--- src/rtl/subsea_pkg.sv ---
package subsea_pkg;
  typedef enum logic [1:0] {
    ST_CRUISE = 2'd0,
    ST_ASCEND = 2'd1,
    ST_RESCUE = 2'd2
  } stage_t;

  localparam logic [1:0] PLANE_MISSION  = 2'b00;
  localparam logic [1:0] PLANE_RISE     = 2'b01;
  localparam logic [1:0] RUDDER_MISSION = 2'b00;
  localparam logic [1:0] RUDDER_CENTRE  = 2'b01;
  localparam logic [1:0] PROP_MISSION   = 2'b00;
  localparam logic [1:0] PROP_STOP      = 2'b01;
  localparam logic [1:0] PROP_HALF      = 2'b10;
endpackage

--- src/rtl/sg_pulse.sv ---
module sg_pulse #(
  parameter int unsigned WIDTH = 4
) (
  input  logic clk,
  input  logic rst_n,
  input  logic trig,
  output logic fire
);
  localparam int unsigned CW = $clog2(WIDTH + 1);

  logic [CW-1:0] cnt_q, cnt_d;
  logic          busy;

  assign busy = (cnt_q != '0);

  always_comb begin
    cnt_d = cnt_q;
    if (busy)      cnt_d = cnt_q - 1'b1;
    else if (trig) cnt_d = CW'(WIDTH);
  end

  always_ff @(posedge clk or negedge rst_n) begin
    if (!rst_n) cnt_q <= '0;
    else        cnt_q <= cnt_d;
  end

  assign fire = busy;

  // a running pulse is never restarted by a new trigger
  assert_no_reload_R2: assert property (@(posedge clk) disable iff (!rst_n)
    (busy && trig) |=> (cnt_q == $past(cnt_q) - 1'b1));
endmodule

--- src/rtl/sg_blink.sv ---
module sg_blink #(
  parameter int unsigned TICK_DIV      = 4,
  parameter int unsigned LED_SLOTS     = 256,
  parameter int unsigned BEACON_PERIOD = 64,
  parameter int unsigned BEACON_ON     = 8
) (
  input  logic clk,
  input  logic rst_n,
  input  logic en,
  output logic led_on,
  output logic beacon_on
);
  localparam int unsigned PW = (TICK_DIV > 1) ? $clog2(TICK_DIV) : 1;
  localparam int unsigned LW = $clog2(LED_SLOTS);
  localparam int unsigned BW = $clog2(BEACON_PERIOD);

  logic [PW-1:0] pre_q, pre_d;
  logic [LW-1:0] led_q, led_d;
  logic [BW-1:0] bcn_q, bcn_d;
  logic          tick;

  assign tick = en && (pre_q == PW'(TICK_DIV - 1));

  always_comb begin
    pre_d = pre_q;
    led_d = led_q;
    bcn_d = bcn_q;
    if (!en) begin
      pre_d = '0;
      led_d = '0;
      bcn_d = '0;
    end else begin
      pre_d = tick ? '0 : pre_q + 1'b1;
      if (tick) begin
        led_d = (led_q == LW'(LED_SLOTS - 1))     ? '0 : led_q + 1'b1;
        bcn_d = (bcn_q == BW'(BEACON_PERIOD - 1)) ? '0 : bcn_q + 1'b1;
      end
    end
  end

  always_ff @(posedge clk or negedge rst_n) begin
    if (!rst_n) begin
      pre_q <= '0;
      led_q <= '0;
      bcn_q <= '0;
    end else begin
      pre_q <= pre_d;
      led_q <= led_d;
      bcn_q <= bcn_d;
    end
  end

  assign led_on    = en && (led_q == '0);
  assign beacon_on = en && (bcn_q < BW'(BEACON_ON));

  assert_led_wrap_R11: assert property (@(posedge clk) disable iff (!rst_n)
    (en && tick && led_q == LW'(LED_SLOTS - 1)) |=> led_on);
  assert_beacon_wrap_R12: assert property (@(posedge clk) disable iff (!rst_n)
    (en && tick && bcn_q == BW'(BEACON_PERIOD - 1)) |=> beacon_on);
endmodule

--- src/rtl/sg_stage.sv ---
module sg_stage
  import subsea_pkg::*;
#(
  parameter int unsigned CNT_W = 16
) (
  input  logic             clk,
  input  logic             rst_n,
  input  logic             bilge_high,
  input  logic             main_low,
  input  logic             resv_low,
  input  logic             motor_hot,
  input  logic             batt_hot,
  input  logic             moved,
  input  logic [CNT_W-1:0] limit,
  output stage_t           stage_q,
  output logic             rescue_entry,
  output logic             shed_q
);
  stage_t           stage_d;
  logic [CNT_W-1:0] wait_q, wait_d;
  logic             shed_d;
  logic             both_low, abort_cause, stalled;

  assign both_low    = main_low && resv_low;
  assign abort_cause = bilge_high || main_low || motor_hot || batt_hot;
  assign stalled     = !moved && (wait_q >= limit);

  always_comb begin
    stage_d = stage_q;
    unique case (stage_q)
      ST_CRUISE: begin
        if (both_low)         stage_d = ST_RESCUE;
        else if (abort_cause) stage_d = ST_ASCEND;
      end
      ST_ASCEND: if (both_low || stalled) stage_d = ST_RESCUE;
      ST_RESCUE: stage_d = ST_RESCUE;
      default:   stage_d = ST_RESCUE;
    endcase
  end

  always_comb begin
    if (stage_q != ST_ASCEND || moved) wait_d = '0;
    else if (wait_q < limit)           wait_d = wait_q + 1'b1;
    else                               wait_d = wait_q;
  end

  assign shed_d       = shed_q || main_low;
  assign rescue_entry = (stage_q != ST_RESCUE) && (stage_d == ST_RESCUE);

  always_ff @(posedge clk or negedge rst_n) begin
    if (!rst_n) begin
      stage_q <= ST_CRUISE;
      wait_q  <= '0;
      shed_q  <= 1'b0;
    end else begin
      stage_q <= stage_d;
      wait_q  <= wait_d;
      shed_q  <= shed_d;
    end
  end

  assert_rescue_sticky_R13: assert property (@(posedge clk) disable iff (!rst_n)
    (stage_q == ST_RESCUE) |=> (stage_q == ST_RESCUE));
  assert_ascend_holds_R13: assert property (@(posedge clk) disable iff (!rst_n)
    (stage_q == ST_ASCEND) |=> (stage_q != ST_CRUISE));
  assert_double_low_R9: assert property (@(posedge clk) disable iff (!rst_n)
    (main_low && resv_low) |=> (stage_q == ST_RESCUE));
  assert_wait_bounded_R8: assert property (@(posedge clk) disable iff (!rst_n)
    (stage_q == ST_ASCEND && $stable(limit) && wait_q <= limit) |=> (wait_q <= limit));
endmodule

--- src/rtl/subsea_guard.sv ---
module subsea_guard
  import subsea_pkg::*;
#(
  parameter int unsigned CNT_W         = 16,
  parameter int unsigned PULSE_W       = 4,
  parameter int unsigned TICK_DIV      = 4,
  parameter int unsigned BEACON_PERIOD = 64,
  parameter int unsigned BEACON_ON     = 8
) (
  input  logic             clk,
  input  logic             rst_n,
  input  logic             hull_dp_over,
  input  logic             ext_below_int,
  input  logic             bilge_high,
  input  logic             main_batt_low,
  input  logic             resv_batt_low,
  input  logic             motor_overtemp,
  input  logic             batt_temp_fault,
  input  logic             ext_press_moved,
  input  logic [CNT_W-1:0] nopress_limit,
  output logic             co2_fire,
  output logic             keel_vent,
  output logic             buoy_fire,
  output logic             surface_req,
  output logic             mission_abort,
  output logic             load_shed,
  output logic             resv_sel,
  output logic             rescue_mode,
  output logic             beacon_on,
  output logic             led_on,
  output logic [1:0]       plane_cmd,
  output logic [1:0]       rudder_cmd,
  output logic [1:0]       prop_cmd
);
  localparam int unsigned LED_SLOTS = 256;
  localparam int unsigned NSOL      = 3;

  logic [1:0] rs_q;
  logic       rst_i;

  always_ff @(posedge clk or negedge rst_n) begin
    if (!rst_n) rs_q <= 2'b00;
    else        rs_q <= {rs_q[0], 1'b1};
  end
  assign rst_i = rs_q[1];

  logic prev_hull_q, prev_ext_q, prev_bilge_q;
  logic rise_hull, rise_ext, rise_bilge;

  always_ff @(posedge clk or negedge rst_i) begin
    if (!rst_i) begin
      prev_hull_q  <= 1'b0;
      prev_ext_q   <= 1'b0;
      prev_bilge_q <= 1'b0;
    end else begin
      prev_hull_q  <= hull_dp_over;
      prev_ext_q   <= ext_below_int;
      prev_bilge_q <= bilge_high;
    end
  end

  assign rise_hull  = hull_dp_over  && !prev_hull_q;
  assign rise_ext   = ext_below_int && !prev_ext_q;
  assign rise_bilge = bilge_high    && !prev_bilge_q;

  stage_t stage_q;
  logic   rescue_entry, shed_q;

  sg_stage #(.CNT_W(CNT_W)) u_stage (
    .clk          (clk),
    .rst_n        (rst_i),
    .bilge_high   (bilge_high),
    .main_low     (main_batt_low),
    .resv_low     (resv_batt_low),
    .motor_hot    (motor_overtemp),
    .batt_hot     (batt_temp_fault),
    .moved        (ext_press_moved),
    .limit        (nopress_limit),
    .stage_q      (stage_q),
    .rescue_entry (rescue_entry),
    .shed_q       (shed_q)
  );

  logic [NSOL-1:0] sol_trig, sol_fire;
  assign sol_trig[0] = rise_hull || rise_bilge;
  assign sol_trig[1] = rise_ext  || rise_bilge;
  assign sol_trig[2] = rescue_entry;

  for (genvar g = 0; g < NSOL; g++) begin : g_sol
    sg_pulse #(.WIDTH(PULSE_W)) u_pulse (
      .clk   (clk),
      .rst_n (rst_i),
      .trig  (sol_trig[g]),
      .fire  (sol_fire[g])
    );
  end

  assign co2_fire  = sol_fire[0];
  assign keel_vent = sol_fire[1];
  assign buoy_fire = sol_fire[2];

  logic in_rescue, in_ascend;
  assign in_rescue = (stage_q == ST_RESCUE);
  assign in_ascend = (stage_q == ST_ASCEND);

  sg_blink #(
    .TICK_DIV      (TICK_DIV),
    .LED_SLOTS     (LED_SLOTS),
    .BEACON_PERIOD (BEACON_PERIOD),
    .BEACON_ON     (BEACON_ON)
  ) u_blink (
    .clk       (clk),
    .rst_n     (rst_i),
    .en        (in_rescue),
    .led_on    (led_on),
    .beacon_on (beacon_on)
  );

  always_comb begin
    surface_req   = in_ascend || in_rescue;
    mission_abort = in_ascend || in_rescue;
    load_shed     = shed_q || in_rescue;
    resv_sel      = shed_q;
    rescue_mode   = in_rescue;
    plane_cmd     = PLANE_MISSION;
    rudder_cmd    = RUDDER_MISSION;
    prop_cmd      = PROP_MISSION;
    if (in_ascend || in_rescue) begin
      plane_cmd  = PLANE_RISE;
      rudder_cmd = RUDDER_CENTRE;
      prop_cmd   = in_rescue ? PROP_STOP : PROP_HALF;
    end
  end

  assert_reserve_latched_R5: assert property (@(posedge clk) disable iff (!rst_i)
    resv_sel |=> resv_sel);
  assert_ascend_codes_R7: assert property (@(posedge clk) disable iff (!rst_i)
    (surface_req && !rescue_mode) |-> (prop_cmd == PROP_HALF && plane_cmd == PLANE_RISE));
  assert_buoy_in_rescue_R10: assert property (@(posedge clk) disable iff (!rst_i)
    buoy_fire |-> rescue_mode);
  assert_bilge_valves_R4: assert property (@(posedge clk) disable iff (!rst_i)
    (bilge_high && !prev_bilge_q && !co2_fire && !keel_vent) |=> (co2_fire && keel_vent && surface_req));
endmodule

--- config.mk ---
export PLATFORM = sky130hd
export DESIGN_NAME = subsea_guard
export DESIGN_NICKNAME = d
export VERILOG_FILES = /design/src/rtl/subsea_pkg.sv /design/src/rtl/sg_pulse.sv /design/src/rtl/sg_blink.sv /design/src/rtl/sg_stage.sv /design/src/rtl/subsea_guard.sv
export SDC_FILE = /design/constraint.sdc
export NUM_CORES = 1
export LEC_CHECK = 0
export CAP_MARGIN = 20
export CORE_ASPECT_RATIO = 0.5
export CORE_MARGIN = 2
export CORE_UTILIZATION = 35
export DETAILED_ROUTE_END_ITERATION = 6
export HOLD_SLACK_MARGIN = 0.05
export PLACE_DENSITY = 0.52
export SLEW_MARGIN = 20
export SYNTH_ARGS = -nofsm -noshare
export SYNTH_HDL_FRONTEND = slang
export SYNTH_SLANG_ARGS = --single-unit
export TNS_END_PERCENT = 1
--- constraint.sdc ---
create_clock -name clk -period 1.7 [get_ports clk]
set_input_delay 0.34 -clock clk [delete_from_list [all_inputs] [get_ports clk]]
set_output_delay 0.34 -clock clk [all_outputs]
set_load 0.05 [all_outputs]
### After elaboration in Yosys (flattened, before gate mapping)

Cells that the tools add are included.

| word-level totals | value |
|---|---|
| flip-flop bits (word level) | 49 |
| input port bits | 26 |
| output and inout port bits | 16 |
| word-level logic and storage cells | 87 |

| operators by class | value |
|---|---|
| $add $sub $neg | 7 |
| $lt $le $gt $ge | 3 |
| equality and inequality tests | 9 |
| muxes and demuxes | 23 |
| reduce and logical (&&, ||, !) cells | 32 |

Operators with widths:

| operator | count |
|---|---|
| 16-bit 2-to-1 mux | 2 |
| 8-bit 2-to-1 mux | 3 |
| 3-bit 2-to-1 mux | 6 |
| 6-bit 2-to-1 mux | 3 |
| 16-bit by 1-bit adder with 16-bit output (second input constant) | 1 |
| 16-bit >= comparator | 1 |
| 16-bit < comparator | 1 |
| 2-bit 2-to-1 mux | 7 |
| 1-bit logical OR | 10 |
| 1-bit logical AND | 9 |
| 3-bit nonzero test | 3 |
| 3-bit by 1-bit subtractor with 3-bit output (second input constant) | 3 |
| 8-bit by 1-bit adder with 8-bit output (second input constant) | 1 |
| 8-bit equality test (second input constant) | 1 |
| 8-bit zero test | 1 |
| 2-bit nonzero test | 4 |
| 6-bit by 1-bit adder with 6-bit output (second input constant) | 1 |
| 2-bit equality test (second input constant) | 3 |
| 6-bit equality test (second input constant) | 1 |
| 6-bit by 4-bit < comparator with 1-bit output (second input constant) | 1 |
| 1-bit zero test | 4 |
| 2-bit by 1-bit != test with 1-bit output (second input constant) | 2 |
| 2-bit case mux with 2 select lines | 1 |
| 2-bit by 1-bit adder with 2-bit output (second input constant) | 1 |
| other kinds (4) | 4 |

### Logic depth before layout (Yosys ltp)

Gate-level depths: netlist of the first run.

| logic depth | value |
|---|---|
| depth in word-level cells | 10 |
| gate-level depth with buffers | 9 |
| gate-level depth less buffers | 8 |

### Hierarchy

A second synthesis of the first run with hierarchy kept.

| unflattened totals | value |
|---|---|
| cell total of the unflattened synthesis | 325 |
| area, all modules | 2,889.0 um^2 |

Modules (own cells, without submodules):

| module | times used | cells an instance | area each (um^2) |
|---|---|---|---|
| sg_stage | 1 | 168 | 1,397.6 |
| sg_blink | 1 | 85 | 819.5 |
| sg_pulse | 3 | 16 | 142.6 |
| subsea_guard | 1 | 24 | 244.0 |

### Least setup slack after synthesis of the first run

No wires, ideal clock.

| path | value |
|---|---|
| path kind | reg-to-output |
| start | register u_stage.stage_q[0] |
| end | output port beacon_on |
| data arrival time | 2.790 ns |
| slack | -1.430 ns |
| stages on the path, launching flop included | 5 |
| cell sequence | dfrtp_1 -> inv_1 -> ha_1 -> inv_1 -> nor4_1 |

| between the ends | value |
|---|---|
| word-level cells in the longest chain between the ends | 2 |

RTL lines:

| item | line | RTL |
|---|---|---|
| start: declaration | sg_stage.sv:15 | `output stage_t stage_q,` |
| start signal: assignment | sg_stage.sv:56 | `stage_q <= stage_d;` |
| 2-bit equality test | subsea_guard.sv:103 | `assign in_rescue = (stage_q == ST_RESCUE);` |
| named net rescue_mode | subsea_guard.sv:28 | `output logic rescue_mode,` |
| 1-bit logical AND | sg_blink.sv:54 | `assign beacon_on = en && (bcn_q < BW'(BEACON_ON));` |
| end: declaration | subsea_guard.sv:29 | `output logic beacon_on,` |

The timed path passes the listed nets, and every way through them passes these cells.

### Worst setup path after layout of the first run

| path | value |
|---|---|
| start | register u_stage.wait_q[1] |
| end | register u_stage.wait_q[12] |

| between the ends | value |
|---|---|
| word-level cells in the longest chain between the ends | 3 |
| elaborated cells between the ends (all ways) | 5 |

RTL lines:

| item | line | RTL |
|---|---|---|
| start: declaration | sg_stage.sv:20 | `logic [CNT_W-1:0] wait_q, wait_d;` |
| start signal: assignment | sg_stage.sv:57 | `wait_q <= wait_d;` |
| 16-bit by 1-bit adder with 16-bit output | sg_stage.sv:43 | `else if (wait_q < limit) wait_d = wait_q + 1'b1;` |
| 16-bit 2-to-1 mux | sg_stage.sv:43 |  |
| 16-bit 2-to-1 mux | sg_stage.sv:42 | `if (stage_q != ST_ASCEND \|\| moved) wait_d = '0;` |

Several ways; a longest one is shown, not always the timed one. The select of a mux whose other input is x is not followed.
A chain may end at the register's enable or synchronous reset.

==> run_results.csv, run 1 <==
group,metric,value,unit
status,status,"finished with violations",
status,violations,"negative setup slack",
worst_setup_path,max_stage_delay,570,ps
detailed_routing,ant_nets,0,
run,drv_cap,0,
final_layout,area_delta_synth_final,52.14,%
grt,first_global_vias,2790,
timing,finalSetupViolations,24,
clock_tree,clk_latency,290,ps
clock_tree,cts.sinks,49,
placement,port_buffers,39,
synth,synth.largest_area_cell,"dfrtp_1",
timing,max_freq,445.1,MHz
clock_tree,cts_tree,"yes",
worst_setup_path,path_max_fanout,3,
synth,yosysTopAreaCellShare,41.21,%
placement,post-dp-hpwl,4975,µm
synth,synth-edff-count,0,
detailed_routing,drt-total-wl,7181,µm
placement,gp_congestion,0.8301,
worst_setup_path,cp_data_required_time,1930,ps
placement,dpl_cell_area,3985,µm²
final_layout,diodes,0,
timing,setup_tns,-9622,ps
synth,synth_cell_type_count,52,
floorplan,die_y,69.20,µm
grt,grt_first_pass_wirelength,12480,µm
placement,place.detailed.instances,507,
timing,grt_setup_unrepaired,"yes",
floorplan,rows,23,
detailed_routing,drtIter0Drc,84,
worst_setup_path,critPathBufInv,1,
worst_setup_path,reg2reg_depth,8,
final_layout,stdcell_area,4527,µm²
worst_setup_path,crit_cells,8,
power_and_ir_drop,leakage,0.001973,µW
synth,synthTopCellsByArea,"dfrtp_1, ha_1, inv_1, a21oi_1, nand2_1",
grt,grtUsageTotal,16.57,%
detailed_routing,vias_per_cell,4.913,
floorplan,initial_core_util,36.66,%
worst_setup_path,cpMaxStageDelayCell,"or4_4",
timing,period_share,132.1,%
synth,ys_seq_elements,49,
clock_tree,clk_pin_slew,70,ps
power_and_ir_drop,power.density,633.2,nW/µm²
clock_tree,cts_buffers,5,
timing,fin_ws,-546.4,ps
final_layout,layout.nets,471,
worst_setup_path,crit_arrival,2470,ps
worst_setup_path,cp_cell_sequence,"ha_1 -> nor2b_1 -> o211ai_1 -> a2111o_1 -> buf_4 -> nand4_4 -> or4_4 -> a21oi_4",
clock_tree,h-tree-depth,2,
final_layout,drive_above_1_share,35.80,%
clock_tree,cts_root_buf,"clkbuf_16",
synth,synth_sequential_area_ratio,41.21,%
worst_setup_path,path_delay_family,"simple AND/OR/NAND/NOR gates",
floorplan,core,8115,µm²
grt,overflow,0,
grt,antenna_found_initial,0,
grt,grt_start_max_net_pins,48,
synth,async_flop_share,100.0,%
power_and_ir_drop,ir_drop,394.6,µV
floorplan,dieArea,9299,µm²
synth,syn_inst,322,
synth,syn_area,2975,µm²
clock_tree,cts_buffer_depth,2,
floorplan,ioPinCount,42,
timing,skew,7.346,ps
synth,syn_avg_cell_area,9.240,µm²
timing,fin_crit,2246,ps
timing,slew_viol_final,0,
hold_path,hp-class,"in -> async",
floorplan,die_w,134.4,µm
worst_setup_path,path_class,"reg -> reg",
synth,synth_ff_type,"dfrtp_1",
detailed_routing,first_pass_iters,4,
worst_setup_path,end_kind,"flop",
synth,yosys_warnings,0,
detailed_routing,vias,2609,
timing,finalHoldViolations,0,
detailed_routing,drc_errors,0,
detailed_routing,wl_per_cell,13.52,µm
worst_setup_path,start_kind,"flop",
final_layout,layout.cells.non_filler,531,
[cells in the final DEF (no fill, tap or decap), types with 4 or more instances in the layout]
cell type        count
or3_1               11
nor2_1              22
o21ai_1              5
buf_12              13
ha_1                12
clkbuf_16            5
dlygate4sd2_1       14
nand3_1             10
buf_6                7
nand2_1             27
mux2i_1              6
clkdlybuf4s50_1     11
nand4_1              8
xor2_1               6
a21oi_1             17
ha_4                11
nand2b_1             5
a21oi_2              6
and3_1               6
ha_2                 4
buf_4               53
nand4_4              4
dfrtp_1             48
inv_2               12
inv_1               20
o21ai_0             17
[cells by family after synthesis]
logic type               after synthesis  share of synthesized area, %
AND/OR/NAND/NOR                      122                         22.12
adder cells (fa/ha/maj)               27                         11.35
XOR/XNOR                               8                         2.355
multiplexers                           7                         2.397
flip-flops                            49                         41.21
other                                  2                        0.2524
buffers and inverters                 44                         6.687
AO/OA/AOI/OAI                         63                         13.62
[timing repair]
| item | 4_1_cts | 5_1_grt |
|---|---|---|
| hold endpoints to repair | 0 | 0 |
| buffers inserted | 11 | 3 |
| hold buffers | 0 | 0 |
| endpoints found under the setup margin | 32 | 32 |
| pin swaps | 28 | 10 |
| cloned | 2 | 0 |
| gates resized for setup | 52 | 19 |
[per-layer routing]
metal	track usage (%)	wire length, µm
met1	19.57	3234
met2	30.22	3615
met3	3.655	214
met4	4.912	117
met5	0	0
[path summary, 6_finish.rpt]
kind	startpoint	to	slack [ps]
setup / recovery	u_stage.wait_q[1]	u_stage.wait_q[12]	-550
setup reg to reg	u_stage.wait_q[1]	u_stage.wait_q[12]	-550
hold reg to reg	rs_q[1]	u_stage.wait_q[9]	250
max in group asynchronous	rs_q[1]	g_sol[0].u_pulse.cnt_q[1]	1240
hold / removal	rst_n	rs_q[0]	200
min in group clk	rs_q[0]	rs_q[1]	350
[synthesized netlist by cell type (3+ instances only)]
cell / instances
nor2_1: 25
dfrtp_1: 49
nor4_1: 3
and3_1: 8
o31ai_1: 3
nand2b_1: 6
o21ai_1: 5
or3_1: 11
mux2i_1: 6
a21oi_1: 23
ha_1: 27
buf_4: 7
nand2_1: 27
xor2_1: 6
nand4_1: 8
or4_1: 3
o21ai_0: 17
and2_1: 3
nand3_1: 12
inv_1: 32
[per-stage QoR]
step	setup WS [ps]	power (µW)	util (%)	hold slack (ps)
after floorplan	-276.5	1628	-	44.41
after global placement	-947.2	1841	49.11	259.1
after detailed placement	-1011	1884	49.11	262.0
after CTS	-489.3	2903	54.55	197.0
after global routing	-645.0	3055	55.78	198.0
final	-546.4	2867	55.78	203.8
[where the power goes]
| part | total, µW | leakage (µW) | switching [µW] | internal (µW) |
|---|---|---|---|---|
| combinational | 567 | 0.00130 | 309 | 258 |
| clock | 997 | 0.0000631 | 450 | 547 |
| sequential | 1300 | 0.000609 | 55.1 | 1250 |
[cell type report]
| class | instances | area [µm²] |
|---|---|---|
| Clock buffer | 6 | 128.9 |
| Sequential cell | 49 | 1227 |
| Inverter | 32 | 120.1 |
| Clock inverter | 2 | 15.01 |
| Fill cell | 713 | 3588 |
| Multi-Input combinational cell | 232 | 1926 |
| Tap cell | 112 | 140.1 |
| Timing Repair Buffer | 98 | 969.7 |
[state kept, by name, indices dropped and copies added (netlist names)]
signal / flops
u_stage.shed_q: 1
u_blink.led_q: 8
u_stage.stage_q: 2
prev_hull_q: 1
rs_q: 2
prev_bilge_q: 1
u_blink.bcn_q: 6
prev_ext_q: 1
u_stage.wait_q: 16
g_sol.u_pulse.cnt_q: 9
u_blink.pre_q: 2
Note: power is estimated with default switching activity, not from simulation.
==> run 2: changes to the inputs <==
- GPL_TIMING_DRIVEN: not set -> 0
- clock period: 1.7 -> 2.36 ns (I/O delays scaled with it)
==> run 2 against run 1 <==
Effect of this change: the flow now finishes without violations; register-to-register slack improved by 650 ps; first-iteration DRC count unchanged; via count fell by 5.6%; clock-buffer cell count unchanged; clock power down 32%.
==> run_results.csv, run 2 (same netlist as run 1, synthesis figures left out) <==
group,metric,value,unit
final_layout,fillerInstances,744,
placement,dpl_cell_area,3561,µm²
placement,preCtsSetupSlack,-564.1,ps
worst_setup_path,start_kind,"input port",
timing,period_share,98.47,%
final_layout,multi_input_area,1852,µm²
timing,slew_viol_final,0,
detailed_routing,drtIter0Drc,84,
grt,grt_first_pass_wirelength,11050,µm
detailed_routing,vias,2462,
final_layout,regArea,1230,µm²
timing,grt_setup_unrepaired,"yes",
final_layout,diodes,0,
timing,finalHoldViolations,0,
worst_setup_path,end_kind,"flop",
placement,port_buffers,39,
power_and_ir_drop,ir_drop,293.9,µV
grt,overflow,0,
detailed_routing,drc_errors,0,
timing,slew_headroom,64.99,%
floorplan,ioPinCount,42,
grt,grtUsageTotal,14.57,%
final_layout,area_delta_synth_final,36.63,%
clock_tree,clk_pin_slew,60,ps
worst_setup_path,cp_data_required_time,2530,ps
final_layout,largest_reg_flops,16,
grt,first_global_vias,2433,
floorplan,rows,23,
timing,worstMarginPinSlew,525.2,ps
timing,fin_crit,2324,ps
final_layout,final_cell_mix,"dfrtp_1, nand2_1, nor2_1",
clock_tree,cts_tree,"yes",
detailed_routing,vias_per_cell,4.994,
placement,gp_congestion,0.7971,
detailed_routing,drt-total-wl,6776,µm
status,status,"completed",
clock_tree,cts_buffer_depth,2,
power_and_ir_drop,leakage,0.001789,µW
worst_setup_path,cpMaxStageDelayCell,"a2111o_1",
clock_tree,cts_buffers,5,
final_layout,stdcell_area,4065,µm²
final_layout,drive_above_1_share,24.41,%
clock_tree,cts_root_buf,"clkbuf_16",
timing,max_freq,430.3,MHz
clock_tree,clk_latency,280,ps
final_layout,largest-register,"u_stage.wait_q",
final_layout,fin_util,50.09,%
clock_tree,h-tree-depth,2,
worst_setup_path,path_max_fanout,4,
floorplan,dieArea,9299,µm²
detailed_routing,ant_nets,0,
detailed_routing,wl_per_cell,13.74,µm
grt,antenna_found_initial,0,
clock_tree,cts_hold_buf,0,
floorplan,die_w,134.4,µm
floorplan,initial_core_util,36.66,%
final_layout,layout.nets,433,
timing,finalSetupViolations,0,
floorplan,die_y,69.20,µm
placement,post-dp-hpwl,4980,µm
floorplan,core,8115,µm²
worst_setup_path,max_stage_delay,510,ps
power_and_ir_drop,power.density,486.4,nW/µm²
run,drv_cap,0,
timing,fin_ws,36.00,ps
worst_setup_path,path_class,"in -> reg",
detailed_routing,first_pass_iters,4,
timing,skew,4.408,ps
final_layout,layout.cells.non_filler,493,
worst_setup_path,critPathBufInv,3,
final_layout,mostFrequentLayoutCell,"dfrtp_1",
placement,place.detailed.instances,475,
grt,grt_start_max_net_pins,27,
final_layout,top_regs,"u_stage.wait_q x16, g_sol.u_pulse.cnt_q x9, u_blink.led_q x8",
worst_setup_path,path_delay_family,"compound AO/OA/AOI/OAI gates",
clock_tree,cts.sinks,49,
worst_setup_path,cp_cell_sequence,"clkdlybuf4s50_1 -> inv_1 -> ha_4 -> o211ai_1 -> a2111o_1 -> buf_6 -> nand4_1 -> a21oi_2 -> mux2_4",
hold_path,hp-class,"reg -> async",
worst_setup_path,crit_arrival,2500,ps
-- run 2: changes by cell type in the layout (fill, tap and decap cells not counted), moves of 3 or more --
cell            before  now
dlymetal6s2s_1       0   15
buf_6                7    3
nor2_2               3    0
buf_4               53   18
ha_2                 4    1
ha_4                11   14
nor2_1              22   25
buf_12              13    1
dlygate4sd2_1       14    6
-- run 2: path summary, 6_finish.rpt --
kind	from	end	slack, ps	cells past startpoint
max in group asynchronous	rs_q[1]	u_stage.wait_q[8]	1580	1
min reg2reg	rs_q[1]	u_stage.wait_q[0]	250	0
min	rs_q[1]	u_stage.wait_q[0]	250	0
max reg2reg	u_stage.wait_q[1]	u_stage.wait_q[10]	100	8
min in group clk	rs_q[0]	rs_q[1]	350	0
max	nopress_limit[3]	g_sol[2].u_pulse.cnt_q[0]	40	9
-- run 2: area by class of cell --
class                   instances  share of cell area, %
well taps                     112                  3.447
inverters                      32                  2.955
clock buffers                   6                  3.170
plain buffers                  12                  2.031
flip-flops and latches         49                  30.26
multi-input cells             230                  45.55
clock inverters                 2                 0.2462
repair buffers                 50                  12.34
-- run 2: routing by layer --
metal / global-route usage, % / vias up / share of wire [%]
met4: 4.327 / 0 / 1.7
li1: - / 1235 / -
met3: 3.143 / 11 / 3.2
met5: 0 / - / 0
met2: 25.51 / 41 / 49
met1: 18.11 / 1175 / 46
-- run 2: what timing repair did --
item,4_1_cts,5_1_grt
gates cloned,0,1
gates resized for setup,19,65
buffers inserted,0,9
pin swaps,5,26
endpoints found under the setup margin,26,23
-- run 2: power by group --
part	leakage, µW	switching, µW	internal (µW)
Sequential	0.000606	45.4	899
Clock	0.0000706	293	389
Combinational	0.00111	204	146
Total	0.00179	542	1440
-- run 2: per-stage QoR --
stage          hold slack (ps)  total power, µW  setup TNS, ps
3_5_place_dp             270.7             1303          -7971
4_1_cts                  276.3             1996          -1379
5_1_grt                  304.6             2110         -407.5
2_1_floorplan            176.4             1169         -5.656
3_3_place_gp             335.6             1272          -7369
6_report                 250.3             1977              0
==> run 3: changes to the inputs <==
- CORE_UTILIZATION: 35 -> 45
- CTS_CLUSTER_DIAMETER: not set -> 30
- PLACE_DENSITY: 0.52 -> 0.65
==> run 3 against run 2 <==
Effect of this change: global-route usage increased by 3.4 points; hold slack better by 10 ps; cell count down 5.3%.
==> run_results.csv, run 3 (same netlist as run 1, synthesis figures left out) <==
group,metric,value,unit
status,status,"completed",
clock_tree,cts.sinks,49,
timing,period_share,98.58,%
final_layout,regArea,1227,µm²
final_layout,largest-register,"u_stage.wait_q",
floorplan,initial_core_util,47.75,%
grt,first_global_vias,2275,
placement,gp_congestion,0.8457,
grt,grtUsageTotal,17.97,%
detailed_routing,drt-total-wl,6694,µm
clock_tree,clk_pin_slew,70,ps
timing,skew,4.866,ps
worst_setup_path,path_max_fanout,3,
clock_tree,cts_tree,"yes",
detailed_routing,drtIter0Drc,77,
grt,grt_first_pass_wirelength,10320,µm
placement,post-dp-hpwl,4599,µm
power_and_ir_drop,leakage,0.001822,µW
power_and_ir_drop,power.density,524.8,nW/µm²
final_layout,multi_input_area,1851,µm²
clock_tree,h-tree-depth,2,
floorplan,die_w,119.0,µm
grt,overflow,0,
final_layout,mostFrequentLayoutCell,"dfrtp_1",
timing,max_freq,429.8,MHz
clock_tree,cts_buffers,5,
hold_path,hp-class,"reg -> async",
grt,antenna_found_initial,0,
detailed_routing,vias,2471,
worst_setup_path,cp_data_required_time,2540,ps
timing,fin_ws,33.57,ps
floorplan,rows,20,
worst_setup_path,start_kind,"input port",
detailed_routing,ant_nets,0,
power_and_ir_drop,ir_drop,386.4,µV
detailed_routing,wl_per_cell,14.33,µm
floorplan,die_y,61.50,µm
final_layout,largest_reg_flops,16,
timing,finalSetupViolations,0,
timing,finalHoldViolations,0,
worst_setup_path,crit_arrival,2500,ps
final_layout,drive_above_1_share,23.48,%
timing,worstMarginPinSlew,575.5,ps
clock_tree,cts_hold_buf,0,
detailed_routing,first_pass_iters,4,
final_layout,fillerInstances,505,
floorplan,dieArea,7318,µm²
placement,port_buffers,39,
timing,fin_crit,2326,ps
power_and_ir_drop,p_total,2128,µW
timing,slew_headroom,61.63,%
clock_tree,cts_buffer_depth,2,
placement,preCtsSetupSlack,-531.2,ps
final_layout,top_regs,"u_stage.wait_q x16, g_sol.u_pulse.cnt_q x9, u_blink.led_q x8",
detailed_routing,vias_per_cell,5.291,
final_layout,diodes,0,
final_layout,layout.nets,431,
worst_setup_path,path_class,"in -> reg",
timing,grt_setup_unrepaired,"yes",
floorplan,ioPinCount,42,
detailed_routing,drc_errors,0,
clock_tree,cts_root_buf,"clkbuf_16",
clock_tree,clk_latency,290,ps
final_layout,final_cell_mix,"dfrtp_1, nand2_1, nor2_1",
run,drv_cap,0,
timing,slew_viol_final,0,
timing,worst_hold_slack,260.6,ps
grt,grt_start_max_net_pins,26,
floorplan,core,6231,µm²
worst_setup_path,end_kind,"flop",
final_layout,area_delta_synth_final,36.29,%
run 3: path summary, 6_finish.rpt:
check / depth (start not counted) / startpoint / slack (ps) / to
max reg2reg: 8 / u_stage.wait_q[1] / 100 / u_stage.wait_q[5]
max in group asynchronous: 1 / rs_q[1] / 1570 / g_sol[1].u_pulse.cnt_q[1]
max: 9 / nopress_limit[3] / 30 / g_sol[2].u_pulse.cnt_q[0]
min in group clk: 0 / rs_q[0] / 360 / rs_q[1]
min reg2reg: 0 / rs_q[1] / 260 / u_stage.wait_q[4]
min: 0 / rs_q[1] / 260 / u_stage.wait_q[4]
run 3: worst max-delay path: stages:
cell             delay [ps]
clkdlybuf4s50_1         470
inv_1                    70
ha_4                    280
o211ai_1                 90
a2111o_1                490
buf_6                   170
nand4_1                 100
a21oi_2                  90
mux2_4                  270
run 3: layout make-up:
type | count | area share (%)
multi-input combinational | 230 | 45.63
inverter | 32 | 2.962
tap | 88 | 2.715
clock inverter | 1 | 0.7405
clock buffer | 7 | 3.517
timing repair buffer | 48 | 12.13
buffer | 12 | 2.036
sequential | 49 | 30.27
run 3: through the flow:
| step | TNS, ps | cell area [µm²] | utilization (%) | std cells |
|---|---|---|---|---|
| after floorplan | -5.656 | 3009 | - | 323 |
| after global placement | -6365 | 3510 | 56.33 | 450 |
| after detailed placement | -7615 | 3531 | 56.67 | 451 |
| after CTS | -1230 | 3712 | 59.58 | 459 |
| after global routing | -93.29 | 4055 | 65.08 | 467 |
| final | 0 | 4055 | 65.08 | 467 |
run 3: metal layers:
layer  track usage, %  routed length (µm)  vias to the layer above
li1                 -                   -                     1222
met1            22.29                3041                     1192
met2            32.51                3252                       44
met3            3.796                 227                       13
met4            5.952                 171                        0
met5                0                   0                        -
run 3: timing repair:
action                                  in CTS  in global routing
buffers inserted                             0                  6
endpoints found under the setup margin      23                 25
resized for setup                           17                 66
pin swaps                                    5                 31
gates cloned                                 0                  2
run 3: power by group:
group | internal (µW) | switching [µW]
logic | 149 | 204
clock network | 530 | 303
registers | 899 | 43.4
